**src/rtl/sb_pkg.sv**
```systemverilog
package sb_pkg;
    localparam int NUM_FU = 5;
    localparam int FU_W   = 3;

    typedef logic [FU_W-1:0] fu_id_t;

    localparam fu_id_t FU_INT  = 3'd0;
    localparam fu_id_t FU_MUL1 = 3'd1;
    localparam fu_id_t FU_MUL2 = 3'd2;
    localparam fu_id_t FU_ADD  = 3'd3;
    localparam fu_id_t FU_DIV  = 3'd4;
    localparam fu_id_t NO_FU   = 3'd7;

    typedef enum logic [1:0] {
        OPC_INT = 2'd0,
        OPC_MUL = 2'd1,
        OPC_ADD = 2'd2,
        OPC_DIV = 2'd3
    } op_class_e;

    typedef enum logic [1:0] {
        SL_IDLE   = 2'd0,
        SL_OPWAIT = 2'd1,
        SL_EXEC   = 2'd2,
        SL_WBWAIT = 2'd3
    } slot_state_e;
endpackage

```
**src/rtl/sb_issue_steer.sv**
```systemverilog
module sb_issue_steer
    import sb_pkg::*;
(
    input  logic [1:0]        cls,
    input  logic [NUM_FU-1:0] unit_busy,
    input  logic              dst_pending,
    output fu_id_t            tgt_id,
    output logic [NUM_FU-1:0] tgt_onehot,
    output logic              accept
);
    op_class_e cls_e;

    always_comb begin
        cls_e = op_class_e'(cls);
        unique case (cls_e)
            OPC_INT: tgt_id = FU_INT;
            OPC_MUL: tgt_id = unit_busy[FU_MUL1] ? FU_MUL2 : FU_MUL1;
            OPC_ADD: tgt_id = FU_ADD;
            OPC_DIV: tgt_id = FU_DIV;
            default: tgt_id = FU_INT;
        endcase
    end

    always_comb begin
        tgt_onehot = '0;
        for (int u = 0; u < NUM_FU; u++) begin
            if (tgt_id == fu_id_t'(u)) tgt_onehot[u] = 1'b1;
        end
        accept = ((tgt_onehot & unit_busy) == '0) && !dst_pending;
    end
endmodule

```
**src/rtl/sb_result_table.sv**
```systemverilog
module sb_result_table
    import sb_pkg::*;
#(
    parameter int NREG = 32,
    parameter int RW   = $clog2(NREG)
) (
    input  logic          clk,
    input  logic          rst_n,
    input  logic          set_en,
    input  logic [RW-1:0] set_reg,
    input  fu_id_t        set_fu,
    input  logic          clr_en,
    input  logic [RW-1:0] clr_reg,
    input  fu_id_t        clr_fu,
    input  logic [RW-1:0] rd_dst,
    input  logic [RW-1:0] rd_s1,
    input  logic [RW-1:0] rd_s2,
    output logic          dst_pending,
    output fu_id_t        q_s1,
    output fu_id_t        q_s2
);
    fu_id_t tab [NREG];

    always_ff @(posedge clk) begin
        if (!rst_n) begin
            for (int r = 0; r < NREG; r++) tab[r] <= NO_FU;
        end else begin
            if (clr_en) tab[clr_reg] <= NO_FU;
            if (set_en) tab[set_reg] <= set_fu;
        end
    end

    // A producer writing this cycle no longer counts as pending for a new reader.
    always_comb begin
        dst_pending = (tab[rd_dst] != NO_FU);
        q_s1 = tab[rd_s1];
        q_s2 = tab[rd_s2];
        if (clr_en && q_s1 == clr_fu) q_s1 = NO_FU;
        if (clr_en && q_s2 == clr_fu) q_s2 = NO_FU;
    end
endmodule

```
**src/rtl/sb_unit_slot.sv**
```systemverilog
module sb_unit_slot
    import sb_pkg::*;
#(
    parameter int RW = 5
) (
    input  logic          clk,
    input  logic          rst_n,
    input  logic          iss_go,
    input  logic [RW-1:0] iss_dst,
    input  logic [RW-1:0] iss_src1,
    input  logic [RW-1:0] iss_src2,
    input  fu_id_t        iss_q1,
    input  fu_id_t        iss_q2,
    input  logic          done_in,
    input  logic          wb_go,
    input  logic          wr_any,
    input  fu_id_t        wr_id,
    output logic          busy,
    output logic          rd_req,
    output logic          wb_req,
    output logic [RW-1:0] fi,
    output logic [RW-1:0] fj,
    output logic [RW-1:0] fk,
    output logic          rj,
    output logic          rk
);
    slot_state_e st, st_nxt;
    fu_id_t      qj, qk;

    always_ff @(posedge clk) begin
        if (!rst_n) st <= SL_IDLE;
        else        st <= st_nxt;
    end

    always_comb begin
        st_nxt = st;
        unique case (st)
            SL_IDLE:   if (iss_go)  st_nxt = SL_OPWAIT;
            SL_OPWAIT: if (rj && rk) st_nxt = SL_EXEC;
            SL_EXEC:   if (done_in) st_nxt = SL_WBWAIT;
            SL_WBWAIT: if (wb_go)   st_nxt = SL_IDLE;
            default:                st_nxt = SL_IDLE;
        endcase
    end

    always_ff @(posedge clk) begin
        if (!rst_n) begin
            fi <= '0;
            fj <= '0;
            fk <= '0;
            qj <= NO_FU;
            qk <= NO_FU;
            rj <= 1'b0;
            rk <= 1'b0;
        end else if (st == SL_IDLE && iss_go) begin
            fi <= iss_dst;
            fj <= iss_src1;
            fk <= iss_src2;
            qj <= iss_q1;
            qk <= iss_q2;
            rj <= (iss_q1 == NO_FU);
            rk <= (iss_q2 == NO_FU);
        end else if (st == SL_OPWAIT) begin
            if (rj && rk) begin
                rj <= 1'b0;
                rk <= 1'b0;
            end else begin
                if (wr_any && qj == wr_id) begin
                    qj <= NO_FU;
                    rj <= 1'b1;
                end
                if (wr_any && qk == wr_id) begin
                    qk <= NO_FU;
                    rk <= 1'b1;
                end
            end
        end
    end

    always_comb begin
        busy   = (st != SL_IDLE);
        rd_req = (st == SL_OPWAIT) && rj && rk;
        wb_req = (st == SL_WBWAIT);
    end
endmodule

```
**src/rtl/sb_wb_arbiter.sv**
```systemverilog
module sb_wb_arbiter
    import sb_pkg::*;
#(
    parameter int RW = 5
) (
    input  logic [NUM_FU-1:0]         wb_req,
    input  logic [NUM_FU-1:0][RW-1:0] fi,
    input  logic [NUM_FU-1:0][RW-1:0] fj,
    input  logic [NUM_FU-1:0][RW-1:0] fk,
    input  logic [NUM_FU-1:0]         rj,
    input  logic [NUM_FU-1:0]         rk,
    output logic [NUM_FU-1:0]         wr_grant,
    output logic                      wr_any,
    output fu_id_t                    wr_id,
    output logic [RW-1:0]             wr_reg
);
    logic [NUM_FU-1:0] war_free;
    logic [NUM_FU-1:0] eligible;

    always_comb begin
        for (int u = 0; u < NUM_FU; u++) begin
            war_free[u] = 1'b1;
            for (int f = 0; f < NUM_FU; f++) begin
                if (f != u) begin
                    if (rj[f] && fj[f] == fi[u]) war_free[u] = 1'b0;
                    if (rk[f] && fk[f] == fi[u]) war_free[u] = 1'b0;
                end
            end
        end
        eligible = wb_req & war_free;
    end

    always_comb begin
        wr_grant = '0;
        wr_any   = 1'b0;
        wr_id    = NO_FU;
        wr_reg   = '0;
        for (int u = NUM_FU - 1; u >= 0; u--) begin
            if (eligible[u]) begin
                wr_grant = '0;
                wr_grant[u] = 1'b1;
                wr_any   = 1'b1;
                wr_id    = fu_id_t'(u);
                wr_reg   = fi[u];
            end
        end
    end
endmodule

```
**src/rtl/sb_scoreboard.sv**
```systemverilog
module sb_scoreboard
    import sb_pkg::*;
#(
    parameter int NREG = 32,
    parameter int RW   = $clog2(NREG)
) (
    input  logic              clk,
    input  logic              rst_n,
    input  logic              in_valid,
    output logic              in_ready,
    input  logic [1:0]        in_class,
    input  logic [RW-1:0]     in_dst,
    input  logic [RW-1:0]     in_src1,
    input  logic [RW-1:0]     in_src2,
    input  logic [NUM_FU-1:0] fu_done,
    output logic [NUM_FU-1:0] iss_grant,
    output logic [NUM_FU-1:0] rd_grant,
    output logic [NUM_FU-1:0] wr_grant
);
    logic [NUM_FU-1:0]         unit_busy;
    logic [NUM_FU-1:0]         wb_req;
    logic [NUM_FU-1:0]         rj_v, rk_v;
    logic [NUM_FU-1:0][RW-1:0] fi_a, fj_a, fk_a;
    fu_id_t                    tgt_id, q1, q2, wr_id;
    logic [NUM_FU-1:0]         tgt_onehot;
    logic                      dst_pending, accept, wr_any, iss_fire;
    logic [RW-1:0]             wr_reg;

    sb_issue_steer u_steer (
        .cls         (in_class),
        .unit_busy   (unit_busy),
        .dst_pending (dst_pending),
        .tgt_id      (tgt_id),
        .tgt_onehot  (tgt_onehot),
        .accept      (accept)
    );

    assign in_ready  = accept;
    assign iss_fire  = in_valid && accept;
    assign iss_grant = iss_fire ? tgt_onehot : '0;

    sb_result_table #(.NREG(NREG), .RW(RW)) u_rtab (
        .clk         (clk),
        .rst_n       (rst_n),
        .set_en      (iss_fire),
        .set_reg     (in_dst),
        .set_fu      (tgt_id),
        .clr_en      (wr_any),
        .clr_reg     (wr_reg),
        .clr_fu      (wr_id),
        .rd_dst      (in_dst),
        .rd_s1       (in_src1),
        .rd_s2       (in_src2),
        .dst_pending (dst_pending),
        .q_s1        (q1),
        .q_s2        (q2)
    );

    for (genvar g = 0; g < NUM_FU; g++) begin : g_slot
        sb_unit_slot #(.RW(RW)) u_slot (
            .clk      (clk),
            .rst_n    (rst_n),
            .iss_go   (iss_grant[g]),
            .iss_dst  (in_dst),
            .iss_src1 (in_src1),
            .iss_src2 (in_src2),
            .iss_q1   (q1),
            .iss_q2   (q2),
            .done_in  (fu_done[g]),
            .wb_go    (wr_grant[g]),
            .wr_any   (wr_any),
            .wr_id    (wr_id),
            .busy     (unit_busy[g]),
            .rd_req   (rd_grant[g]),
            .wb_req   (wb_req[g]),
            .fi       (fi_a[g]),
            .fj       (fj_a[g]),
            .fk       (fk_a[g]),
            .rj       (rj_v[g]),
            .rk       (rk_v[g])
        );
    end

    sb_wb_arbiter #(.RW(RW)) u_arb (
        .wb_req   (wb_req),
        .fi       (fi_a),
        .fj       (fj_a),
        .fk       (fk_a),
        .rj       (rj_v),
        .rk       (rk_v),
        .wr_grant (wr_grant),
        .wr_any   (wr_any),
        .wr_id    (wr_id),
        .wr_reg   (wr_reg)
    );
endmodule

```
**config.mk**
```make
export PLATFORM = sky130hd
export DESIGN_NAME = sb_scoreboard
export DESIGN_NICKNAME = d
export VERILOG_FILES = /design/src/rtl/sb_pkg.sv /design/src/rtl/sb_issue_steer.sv /design/src/rtl/sb_result_table.sv /design/src/rtl/sb_unit_slot.sv /design/src/rtl/sb_wb_arbiter.sv /design/src/rtl/sb_scoreboard.sv
export SDC_FILE = /design/constraint.sdc
export NUM_CORES = 1
export LEC_CHECK = 0
export ABC_CLOCK_PERIOD_IN_PS = 3900
export CORE_UTILIZATION = 67
export CTS_BUF_LIST = sky130_fd_sc_hd__clkbuf_4 sky130_fd_sc_hd__clkbuf_8
export DETAILED_ROUTE_END_ITERATION = 8
export DONT_BUFFER_PORTS = 1
export GPL_TIMING_DRIVEN = 0
export PLACE_DENSITY = 0.83
export SLEW_MARGIN = 5
export SYNTH_ARGS = -nofsm -noshare
export SYNTH_HDL_FRONTEND = slang
export SYNTH_SLANG_ARGS = --single-unit
```
**constraint.sdc**
```tcl
create_clock -name clk -period 3.9 [get_ports clk]
set_clock_uncertainty 0.05 [all_clocks]
set_input_delay 0.39 -clock clk [delete_from_list [all_inputs] [get_ports clk]]
set_output_delay 0.39 -clock clk [all_outputs]
set_load 0.005 [all_outputs]
```
Word level (Yosys, flattened, before mapping)
Memory sizes are Yosys's and may differ from the RTL's. Index checks and enable logic that the tools add are counted.

Bits in registers: 125. RAM bits: 96. Bits of input ports: 25. Logic and storage cells: 473. Memories: 1.

Equal/unequal tests: 102. Mux-type cells: 188. Bitwise gates (word level): 2. Reduce and logical (&&, ||, !) cells: 140.

Memory list: u_rtab.tab (depth 32, width 3, rd ports 3, clocked after memory_dff 0, wr ports 32, RTL line sb_result_table.sv:22) `fu_id_t tab [NREG];`.

Operators with widths (number): == test 5 bit (40); two-way mux 3 bit (48); two-way mux 1 bit (99); logical AND 1 bit (74); two-way mux 5 bit (13); two-way mux 2 bit (22); != test 2 bit, second input constant (20); one-hot mux 2 bit (4 select lines) (5); nonzero test 2 bit (20); == test 3 bit (12); AND reduction 3 bit (10); nonzero test 3 bit (10); == test 2 bit, second input constant (12); AND reduction 2 bit (10); AND reduction 4 bit (5); == test 2 x 1 -> 1 bit, second input constant (6); logical NOT 2 bit (6); one-hot mux 3 bit (4 select lines) (1); bitwise AND 5 bit (2); != test 2 x 1 -> 1 bit, second input constant (5); == test 3 bit, second input constant (3); == test 3 x 2 -> 1 bit, second input constant (2); OR reduction 3 bit (2); logical NOT 5 bit (1); 4 further kinds (4).

Depth between registers and ports, before layout
Gate-level depths: netlist (run 1).

Depth in word-level cells: 22. Mapped depth: 14.

Modules after synthesis
A second synthesis (run 1) with hierarchy kept.

Cells, all modules: 1678. Area, all modules: 15257.1 um^2.

Modules (own cells, without submodules): sb_result_table (instances 1, cells each 608, area an instance 6512.5 um^2, seq. area each 2882.8 um^2); sb_unit_slot (instances 5, cells each 134, area an instance 1153.6 um^2, seq. area each 500.5 um^2); sb_wb_arbiter (instances 1, cells each 382, area an instance 2831.5 um^2, seq. area each 0.0 um^2); sb_issue_steer (instances 1, cells each 12, area an instance 106.4 um^2, seq. area each 0.0 um^2); sb_scoreboard (instances 1, cells each 6, area an instance 38.8 um^2, seq. area each 0.0 um^2).

Least setup slack after synthesis (run 1)
No wires, ideal clock.

Path type: input -> output. Start: in in_dst[0]. End: out iss_grant[0]. Arrival time: 2.723 ns. Setup slack: 0.737 ns. Cell stages on the path: 12. Cell sequence: buf_4 buf_2 mux4_2 a22oi_1 nand4_1 and3_1 and2_1 buf_2 nand2_1 inv_1 buf_2 buf_4.

Word-level cells in the longest chain between the ends: 6.

RTL lines: from (decl) (RTL line sb_scoreboard.sv:12) `input logic [RW-1:0] in_dst,`; memory read (32 x 3 bit); != test 3 bit (RTL line sb_result_table.sv:35) `dst_pending = (tab[rd_dst] != NO_FU);`; logical NOT 1 bit (RTL line sb_issue_steer.sv:29) `accept = ((tgt_onehot & unit_busy) == '0) && !dst_pending;`; logical AND 1 bit (RTL line sb_issue_steer.sv:29); via in_ready (RTL line sb_scoreboard.sv:10) `output logic in_ready,`; logical AND 1 bit (RTL line sb_scoreboard.sv:39) `assign iss_fire = in_valid && accept;`; two-way mux 5 bit (RTL line sb_scoreboard.sv:40) `assign iss_grant = iss_fire ? tgt_onehot : '0;`; to (decl) (RTL line sb_scoreboard.sv:16) `output logic [NUM_FU-1:0] iss_grant,`.

The timed path passes the listed nets, and every way through them passes these cells.

==> results of run 1 <==
==> per-layer routing <==
layer  part of all wire [%]  global-route usage (%)  wire [um]  vias to the layer above
met5                      0                       0          0                        -
li1                       -                       -          -                     5751
met3                     14                   12.80       7289                      356
met1                     33                   51.67      16870                     6224
met4                    9.0                   31.55       4587                        0
met2                     44                   68.88      22500                     1163
==> cell usage after synthesis, types with 4 or more instances <==
cell	n	area share [%]
sky130_fd_sc_hd__a211oi_1	8	0.40
sky130_fd_sc_hd__nor2_1	123	3.0
sky130_fd_sc_hd__inv_2	5	0.12
sky130_fd_sc_hd__dfxtp_1	125	16
sky130_fd_sc_hd__nor4_1	40	1.6
sky130_fd_sc_hd__o21ai_1	8	0.26
sky130_fd_sc_hd__nor2b_1	9	0.37
sky130_fd_sc_hd__ha_1	20	1.6
sky130_fd_sc_hd__a31oi_1	14	0.58
sky130_fd_sc_hd__clkbuf_1	54	1.3
sky130_fd_sc_hd__a21o_1	5	0.25
sky130_fd_sc_hd__mux2i_1	70	4.6
sky130_fd_sc_hd__buf_4	35	1.7
sky130_fd_sc_hd__edfxtp_1	96	19
sky130_fd_sc_hd__o31ai_1	6	0.30
sky130_fd_sc_hd__a21oi_1	44	1.5
sky130_fd_sc_hd__o32ai_1	8	0.46
sky130_fd_sc_hd__nand4_1	16	0.66
sky130_fd_sc_hd__a221oi_1	4	0.23
sky130_fd_sc_hd__a21boi_0	5	0.25
sky130_fd_sc_hd__or2_2	4	0.16
sky130_fd_sc_hd__nor3_1	27	0.89
sky130_fd_sc_hd__xor2_1	149	8.6
sky130_fd_sc_hd__o22ai_1	12	0.49
sky130_fd_sc_hd__o21ai_0	14	0.46
sky130_fd_sc_hd__buf_2	71	2.3
sky130_fd_sc_hd__mux4_2	79	12
sky130_fd_sc_hd__and2_1	7	0.29
sky130_fd_sc_hd__nand4b_1	5	0.29
sky130_fd_sc_hd__and3_1	11	0.45
sky130_fd_sc_hd__or3_1	6	0.25
sky130_fd_sc_hd__o221ai_1	32	1.8
sky130_fd_sc_hd__nand3_1	54	1.8
sky130_fd_sc_hd__xnor2_1	57	3.3
sky130_fd_sc_hd__inv_1	47	1.2
sky130_fd_sc_hd__a22oi_1	31	1.5
sky130_fd_sc_hd__nand2_1	194	4.8
sky130_fd_sc_hd__mux2_2	8	0.59
sky130_fd_sc_hd__buf_6	6	0.45
sky130_fd_sc_hd__nand2b_1	7	0.29
sky130_fd_sc_hd__a32oi_1	4	0.23
==> power by group through the flow <==
| stage | Combinational (W) | Clock (W) | Sequential (W) |
|---|---|---|---|
| after floorplan | 0.000736 | 0 | 0.00254 |
| after global placement | 0.000969 | 0 | 0.00255 |
| after detailed placement | 0.00100 | 0 | 0.00255 |
| after CTS | 0.00103 | 0.00205 | 0.00250 |
| after global routing | 0.00114 | 0.00214 | 0.00251 |
| final | 0.00109 | 0.00207 | 0.00251 |
==> worst register-to-register path, cell delays in order, from the launching register on <==
cell and delay, ps:
sky130_fd_sc_hd__dfxtp_2 340, sky130_fd_sc_hd__inv_1 80, sky130_fd_sc_hd__ha_2 260, sky130_fd_sc_hd__or2_2 130
sky130_fd_sc_hd__mux4_2 250, sky130_fd_sc_hd__o21ai_2 80, sky130_fd_sc_hd__a211oi_1 300, sky130_fd_sc_hd__and3_4 290
sky130_fd_sc_hd__and2_1 130, sky130_fd_sc_hd__buf_4 210, sky130_fd_sc_hd__nand3_1 130, sky130_fd_sc_hd__nor2_1 650
sky130_fd_sc_hd__clkbuf_1 560, sky130_fd_sc_hd__nand2_1 130
==> cell type report <==
| cell class | count | area share [%] |
|---|---|---|
| Buffer | 167 | 5.481 |
| Clock buffer | 53 | 3.986 |
| Clock inverter | 12 | 0.3246 |
| Inverter | 53 | 1.223 |
| Multi-Input combinational cell | 1127 | 54.11 |
| Sequential cell | 221 | 32.52 |
| Tap cell | 280 | 2.114 |
| Timing Repair Buffer | 5 | 0.2416 |
==> final timing paths <==
| kind | start | end | depth (start not counted) | slack (ps) |
|---|---|---|---|---|
| min reg2reg | g_slot[1].u_slot.qj[2] | g_slot[1].u_slot.qj[2] | 2 | 440 |
| max reg2reg | g_slot[1].u_slot.st[0] | u_rtab.tab[5][0] | 13 | 30 |
| max | g_slot[1].u_slot.st[0] | u_rtab.tab[5][0] | 13 | 30 |
| min | fu_done[3] | g_slot[3].u_slot.st[0] | 4 | 140 |
==> registers in the layout, indices dropped and copies added, names as in the netlist <==
| signal | flops |
|---|---|
| g_slot.u_slot.rj | 5 |
| u_rtab.tab | 96 |
| g_slot.u_slot.st | 10 |
| g_slot.u_slot.fk | 25 |
| g_slot.u_slot.fj | 25 |
| g_slot.u_slot.rk | 5 |
| g_slot.u_slot.fi | 25 |
| g_slot.u_slot.qk | 15 |
| g_slot.u_slot.qj | 15 |
==> kinds of logic (layout without fill, tap and decap cells) <==
group,Yosys count,count (layout),share of synthesized area (%)
xor+xnor,206,206,11.89
compound gates,227,227,10.85
fa+ha+maj,20,20,1.649
simple gates,517,517,15.84
buf+inv,225,290,7.339
mux,157,157,16.94
flops,221,221,35.49
==> metrics by stage <==
stage          hold WS [ps]  instances  area (um2)  power, W
2_1_floorplan         409.8       1573       15170  0.003277
3_3_place_gp          420.4       1853       15520  0.003519
3_5_place_dp          429.3       1853       15520  0.003554
4_1_cts               125.5       1919       16320  0.005582
5_1_grt               177.7       1918       16570  0.005800
6_report              140.5       1918       16570  0.005667
==> timing repair <==
| item | CTS | global route |
|---|---|---|
| hold endpoints to repair | 4 | 0 |
| buffers inserted | 1 | 3 |
| pin swaps | 0 | 2 |
| setup endpoints to repair | 115 | 165 |
| resized for setup | 19 | 52 |
| hold buffers | 1 | 0 |
==> results.md, run 1 <==
Power:
- The leakage power is 6.465 nW.
- Summed over all nets, the switching power comes to 0.001722 W.
- Cell internal power was estimated by the tool at 0.003945 W.
- The worst-case IR drop observed on VDD is 437.9 uV.
- The part of the power in combinational logic is 19.2%.
- The net switching fraction of the power is 30.39%.
- Registers are responsible for 44.3% of the overall power.
- The total power density per cell area is 341.9 nW/um2.
- The clock network fraction of design power is 36.5%.

STA:
- The final-layout setup total negative slack is 0 ps.
- Measured against its own limit, the worst slew margin works out to 17.38%.
- The worst setup margin is 34.52 ps.
- The share of the clock period used by the worst path after layout is 99.11%.
- The count of final hold-check violations is 0.
- The worst path in the final design needs a cycle of 3865 ps, including I/O delays and setup.
- The slew at the pin closest to its max-slew limit is 1231 ps.
- The total setup violations reported at the end of the flow is 0.
- The max-slew violation count came to 0.
- Setup repair after global routing could not meet its margin everywhere.
- The maximum clock rate is 258.7 MHz.

Worst setup path:
- The kind of start point of the critical path is a flop.
- Broken down by cell family, the worst path's largest delay share belongs to simple AND/OR/NAND/NOR gates.
- The count of buffer and inverter cells on the critical path is 3.
- The critical path goes through inv_1 > ha_2 > or2_2 > mux4_2 > o21ai_2 > a211oi_1 > and3_4 > and2_1 > buf_4 > nand3_1 > nor2_1 > clkbuf_1 > nand2_1.
- The largest fanout on the critical path is 10.
- The worst setup path is captured at a flop.
- On the critical path, the stage with the largest delay is an instance of sky130_fd_sc_hd__nor2_1.
- The arrival time of data at the critical path endpoint is 4070 ps.
- Data on the critical path is required at its endpoint by 4110 ps.
- For this run, the slowest stage of the critical path takes 650 ps.
- The worst setup path is of the flop to flop kind.

Synth:
- The most used flip-flop cell after synthesis is sky130_fd_sc_hd__dfxtp_1.
- Synthesis handed over a netlist of 1573 instances.
- After synthesis, flip-flops and latches occupy 35.49% of the total area.
- Of all flip-flops after synthesis, the portion carrying an async set or reset was 0%.
- In this run, distinct cell masters in the synthesized netlist total 73.
- The count of synthesis-stage warnings from yosys is 0.
- The mapped netlist covers 15170 um2.
- The flop and latch count out of synthesis is 221.
- When the netlist entered floorplanning its net count stood at 1618.
- A synthesized cell averages 9.646 um2.
- The number of flops mapped to enable cells by yosys is 96.

Placed design:
- Detailed placement finished with a half-perimeter wire length of 36010 um.
- The setup slack at placement is -308.6 ps.
- Routability-driven placement finished with a final weighted congestion of 1.064.
- The number of buffers inserted by port buffering is 0.

Die:
- Once the floorplan was initialized, standard cells occupied 68.89% of the core.
- The floorplan die width is 152.5 um.
- In this run the standard cell core region covers 22030 um2.
- The die covers 23250 um2.
- The die span in y is 152.5 um.
- The row count is 54.
- Pin placement for this block handled 41 I/O pins.

Clock network:
- The tree is rooted in a sky130_fd_sc_hd__clkbuf_8.
- The clock-pin transition on the worst setup and hold timing paths is 60 ps.
- Clock tree synthesis inserted a total of 38 buffers.
- The number of buffers on the longest clock path is 3.
- The CTS tree is built.
- The count of clock tree sinks is 221.
- The later pin in the worst-skew pair is clocked with a latency of 550 ps.
- The count of H-tree levels built during CTS is 2.

GRT:
- Global routing used 43.81% of the available tracks across all layers.
- The initial antenna violation count is 0.
- Summed over all layers, the global routing overflow is 0.
- Entering global routing, the biggest net connects 17 pins.
- The first global-routing pass estimated 76240 um of wire.
- The number of global-route vias before repair is 13090.

Layout:
- The net count reported at finish is 1658.
- The count of inserted antenna diode cells is 0.
- Leaving out fill and tap cells, the most frequent cells in the layout are sky130_fd_sc_hd__nand2_1, sky130_fd_sc_hd__xor2_1, sky130_fd_sc_hd__nor2_1.
- Across the whole layout, storage elements account for 5390 um2.
- In the final layout, the multi-input gates occupy 8967 um2.
- The number of fillers in the final layout is 1557.
- The most frequent standard cell in the layout excluding fill and tap cells is sky130_fd_sc_hd__nand2_1.
- Compared with the post-synthesis result, the final layout area differs by 9.227%.
- The final core utilization is 75.24%.
- The layout cell share with drive strength beyond 1 is 21.49%.

Drt:
- The residual antenna-violating net count after detailed routing is 0.
- After detailed routing, the total wire length is 51250 um.
- In the final routed layout, each cell accounts on average for 26.72 um.
- After detailed routing, the number of vias per cell comes to 7.035.
- In this run, the number of DRC markers left after iteration 0 of detailed routing was 1793.
- For this run, design rule violations remaining after detail routing come to 3.
- The via count of the routed design is 13494.
- The pre-antenna-repair detailed-routing pass consisted of 9 iterations.

Worst hold path:
- The worst hold path belongs to the class primary input to flop.

Status:
- The checks that failed: DRC.
- The run finished, with violations left.

Run:
- Max-cap violations in this run came to 0.
Note: power is estimated with default switching activity, not from simulation.
==> run 2: changes to the inputs <==
Settings changed: ABC_CLOCK_PERIOD_IN_PS 3900 to 4200, CORE_MARGIN set to 8.
Clock period 3.9 ns to 4.2 ns, I/O delays scaled along.
==> run 2 against run 1 <==
Net effect:
- the run now ends clean
- fmax shrank 6.8%
- global-route usage is 8.2 points lower
- worst setup slack better by 16 ps
- critical path type unchanged
==> results.md, run 2 (synthesis gave the netlist of run 1 again) <==
Status:
- The run finished with clean final reports.

Layout:
- The library cells used most frequently in the layout, excluding fill and tap cells, are sky130_fd_sc_hd__nand2_1, sky130_fd_sc_hd__xor2_1, sky130_fd_sc_hd__dfxtp_1.
- The post-route standard cell area excluding fillers is 16410 um2 (-1.0%).
- The layout cell share with drive strength beyond 1 is 18.34% (-3.1 points).
- The post-layout instance count excluding filler cells was 1926 (+0.42%).
- The number of fillers in the final layout came to 1585 (+1.8%).
- More flip-flops sit in one register than any other, and that register is u_rtab.tab.
- The area growth from synthesis to layout is 8.122%.
- The net count reported at finish is 1659 (+0.060%).
- The number of flip-flops under the largest register name is 96 (unchanged).
- The count of inserted antenna diode cells is 0 (unchanged).
- The most frequent standard cell in the layout excluding fill and tap cells is sky130_fd_sc_hd__nand2_1.

Die:
- The die span in y is 166.5 um (+9.2%).
- The area inside the core boundary is 22430 um2 (+1.9%).
- The floorplan die width is 166.5 um (+9.2%).
- The row count was 55 (+1.9%).
- The total I/O pin count was 41 (unchanged).
- The effective utilization at floorplan is 67.64% (-1.3 points).
- The floorplan die area is 27720 um2 (+19%).

Drt:
- The detailed router's first-iteration violation count came to 1897 (+5.8%).
- The residual antenna-violating net count after detailed routing is 0 (unchanged).
- The wire length per cell is 26.41 um (-1.2%).
- The routed wire length is 50870 um (-0.75%).
- The detail-routed via count per cell is 6.919 (-1.7%).
- The total iterations of the first detailed-routing run was 6 (-3).
- The count of unresolved DRC violations after routing is 0 (-3).
- The via count of the routed design came to 13326 (-1.2%).

Placed design:
- The HPWL reported at the end of detailed placement came to 37320 um (+3.6%).
- The cell count after placement is 1858 (+0.27%).
- The setup slack at placement is -15.60 ps (+293.0 ps).
- The final estimated routing congestion in global placement is 1.009 (-5.2%).
- The number of buffers inserted by port buffering is 0 (unchanged).
- The post-place instance area was 15530 um2 (about the same).

Worst setup path:
- The cell family contributing the most delay on the critical path is simple AND/OR/NAND/NOR gates.
- In this run the critical register-to-register path is captured at u_rtab.tab[1][0].
- The count of buffer and inverter cells on the critical path is 3 (unchanged).
- The largest fanout on the critical path was 10 (unchanged).
- The worst-case reg-to-reg path depth is 12 (-1).
- The required time reported for the critical path endpoint is 4340 ps (+230 ps).
- STA classifies the critical path startpoint as a flop.
- Traced cell by cell, the critical path runs through buf_4 > xor2_1 > nor4_1 > nand3_1 > nand4_1 > or3_1 > buf_2 > clkbuf_1 > a31oi_1 > o22ai_1 > nand2_1 > o221ai_1.
- The arrival time of data at the critical path endpoint is 4290 ps (+220 ps).
- The number of gates on the worst path with buffers counted is 12 (-1).
- The internal reg-to-reg setup slack came to 50 ps (+20 ps).
- The origin of the critical flop-to-flop path is g_slot[2].u_slot.fi[1].
- The endpoint kind of the worst setup timing path is a flop.
- The critical path is of the flop to flop type.
- Among all stages on the critical path, the largest delay is contributed by sky130_fd_sc_hd__o22ai_1.
- The capture point of the critical path is u_rtab.tab[1][0].
- The critical path's largest stage delay came to 500 ps (-150 ps).
- The critical path startpoint is g_slot[2].u_slot.fi[1].

GRT:
- The global-route wire length before repair was 75840 um (-0.52%).
- The initial antenna violation count is 1 (+1).
- The total global-route track usage was 35.64% (-8.2 points).
- The total congestion overflow is 0 (unchanged).
- The number of global-route vias before repair is 12894 (-1.5%).
- The maximum number of pins on one net before global-route repair came to 11 (-6).

Power:
- The clock network fraction of design power is 39.1% (+2.6 points).
- The total power density per cell area is 331.1 nW/um2 (-3.2%).
- The sequential share of power was 42.9% (-1.4 points).
- The peak supply drop is 286.4 uV (-35%).
- The part of the power in combinational logic is 18.0% (-1.2 points).
- The power spent charging and discharging nets is 0.001578 W (-8.4%).
- The leakage power is 6.462 nW (about the same).
- The internal power summed over all cells is 0.003854 W (-2.3%).
- The total power is 0.005432 W (-4.1%).
- The net switching fraction of the power is 29.05% (-1.3 points).

Clock network:
- The number of buffers inserted by post-CTS setup repair is 0 (-1).
- The count of H-tree levels built during CTS is 2 (unchanged).
- The count of clock tree sinks is 221 (unchanged).
- The later-pin clock latency in the skew report is 550 ps (about the same).
- The number of buffers on the longest clock path is 3 (unchanged).
- The total CTS buffers was 38 (unchanged).
- The CTS tree is built.
- The clock-pin transition on the worst setup and hold timing paths is 60 ps (about the same).
- CTS placed an instance of sky130_fd_sc_hd__clkbuf_8 at the clock tree root.

STA:
- Setup repair after global routing left no endpoint under its margin.
- The share of the clock period used by the worst path after layout is 98.80% (-0.32 points).
- The worst setup margin came to 50.49 ps (+15.97 ps).
- The total setup violations reported at the end of the flow was 0 (unchanged).
- The max-slew violation count is 0 (unchanged).
- The slew at the pin closest to its max-slew limit is 1147 ps (-83.80 ps).
- The final critical path time including I/O delays and setup is 4150 ps (+284.0 ps).
- The maximum clock rate is 241.0 MHz (-6.8%).
- The normalized max-slew margin came to 23.01% (+5.6 points).
- The count of final hold-check violations is 0 (unchanged).
- The final-layout setup total negative slack is 0 ps (unchanged).

Worst hold path:
- The type of the worst min-delay path is primary input to flop.

Run:
- The max-cap violation count is 0 (unchanged).
-- run 2: layout make-up --
| class | count | area, um2 | area share [%] |
|---|---|---|---|
| plain buffers | 172 | 917.1 | 5.590 |
| inverters | 53 | 198.9 | 1.213 |
| clock buffers | 56 | 714.4 | 4.355 |
| well taps | 285 | 356.6 | 2.174 |
| clock inverters | 11 | 101.3 | 0.6178 |
| multi-input cells | 1127 | 8722 | 53.17 |
| repair buffers | 1 | 10.01 | 0.06101 |
| flip-flops and latches | 221 | 5385 | 32.82 |
-- run 2: worst min path at each step --
stage	end	startpoint	cells past startpoint	slack, ps
after CTS	g_slot[3].u_slot.fj[2]	in_src1[2]	2	20
after global placement	g_slot[3].u_slot.qj[0]	g_slot[3].u_slot.qj[0]	2	420
after global routing	g_slot[3].u_slot.fj[2]	in_src1[2]	2	60
after floorplan	g_slot[1].u_slot.qj[0]	g_slot[1].u_slot.qj[0]	2	410
after detailed placement	g_slot[1].u_slot.qj[0]	g_slot[1].u_slot.qj[0]	2	430
final	g_slot[3].u_slot.fj[2]	in_src1[2]	2	30
-- run 2: per-layer routing --
metal,global-route usage (%),wire length [um],up-vias
met2,57.43,23230,1037
met5,0,10,-
met4,25.77,4088,2
met3,9.196,6043,255
met1,40.92,17490,6294
li1,-,-,5738
-- run 2: metrics by stage --
stage | utilization [%] | hold WS [ps]
floorplan | - | 409.8
global placement | 69.22 | 421.4
detailed placement | 69.22 | 425.4
CTS | 73.01 | 22.83
global route | 73.13 | 64.14
finish | 73.13 | 26.10
-- run 2: repair_timing --
item,in CTS,in global routing
endpoints found under the setup margin,5,68
pin swaps,0,0
hold buffers,1,0
endpoints found under the hold margin,3,0
gates resized for setup,5,10
-- run 2: power by group through the flow --
stage | sequential, W | clock (W) | combinational (W)
after floorplan | 0.00236 | 0 | 0.000683
after global placement | 0.00237 | 0 | 0.000902
after detailed placement | 0.00237 | 0 | 0.000927
after CTS | 0.00233 | 0.00212 | 0.000940
after global routing | 0.00233 | 0.00220 | 0.00104
final | 0.00233 | 0.00212 | 0.000978
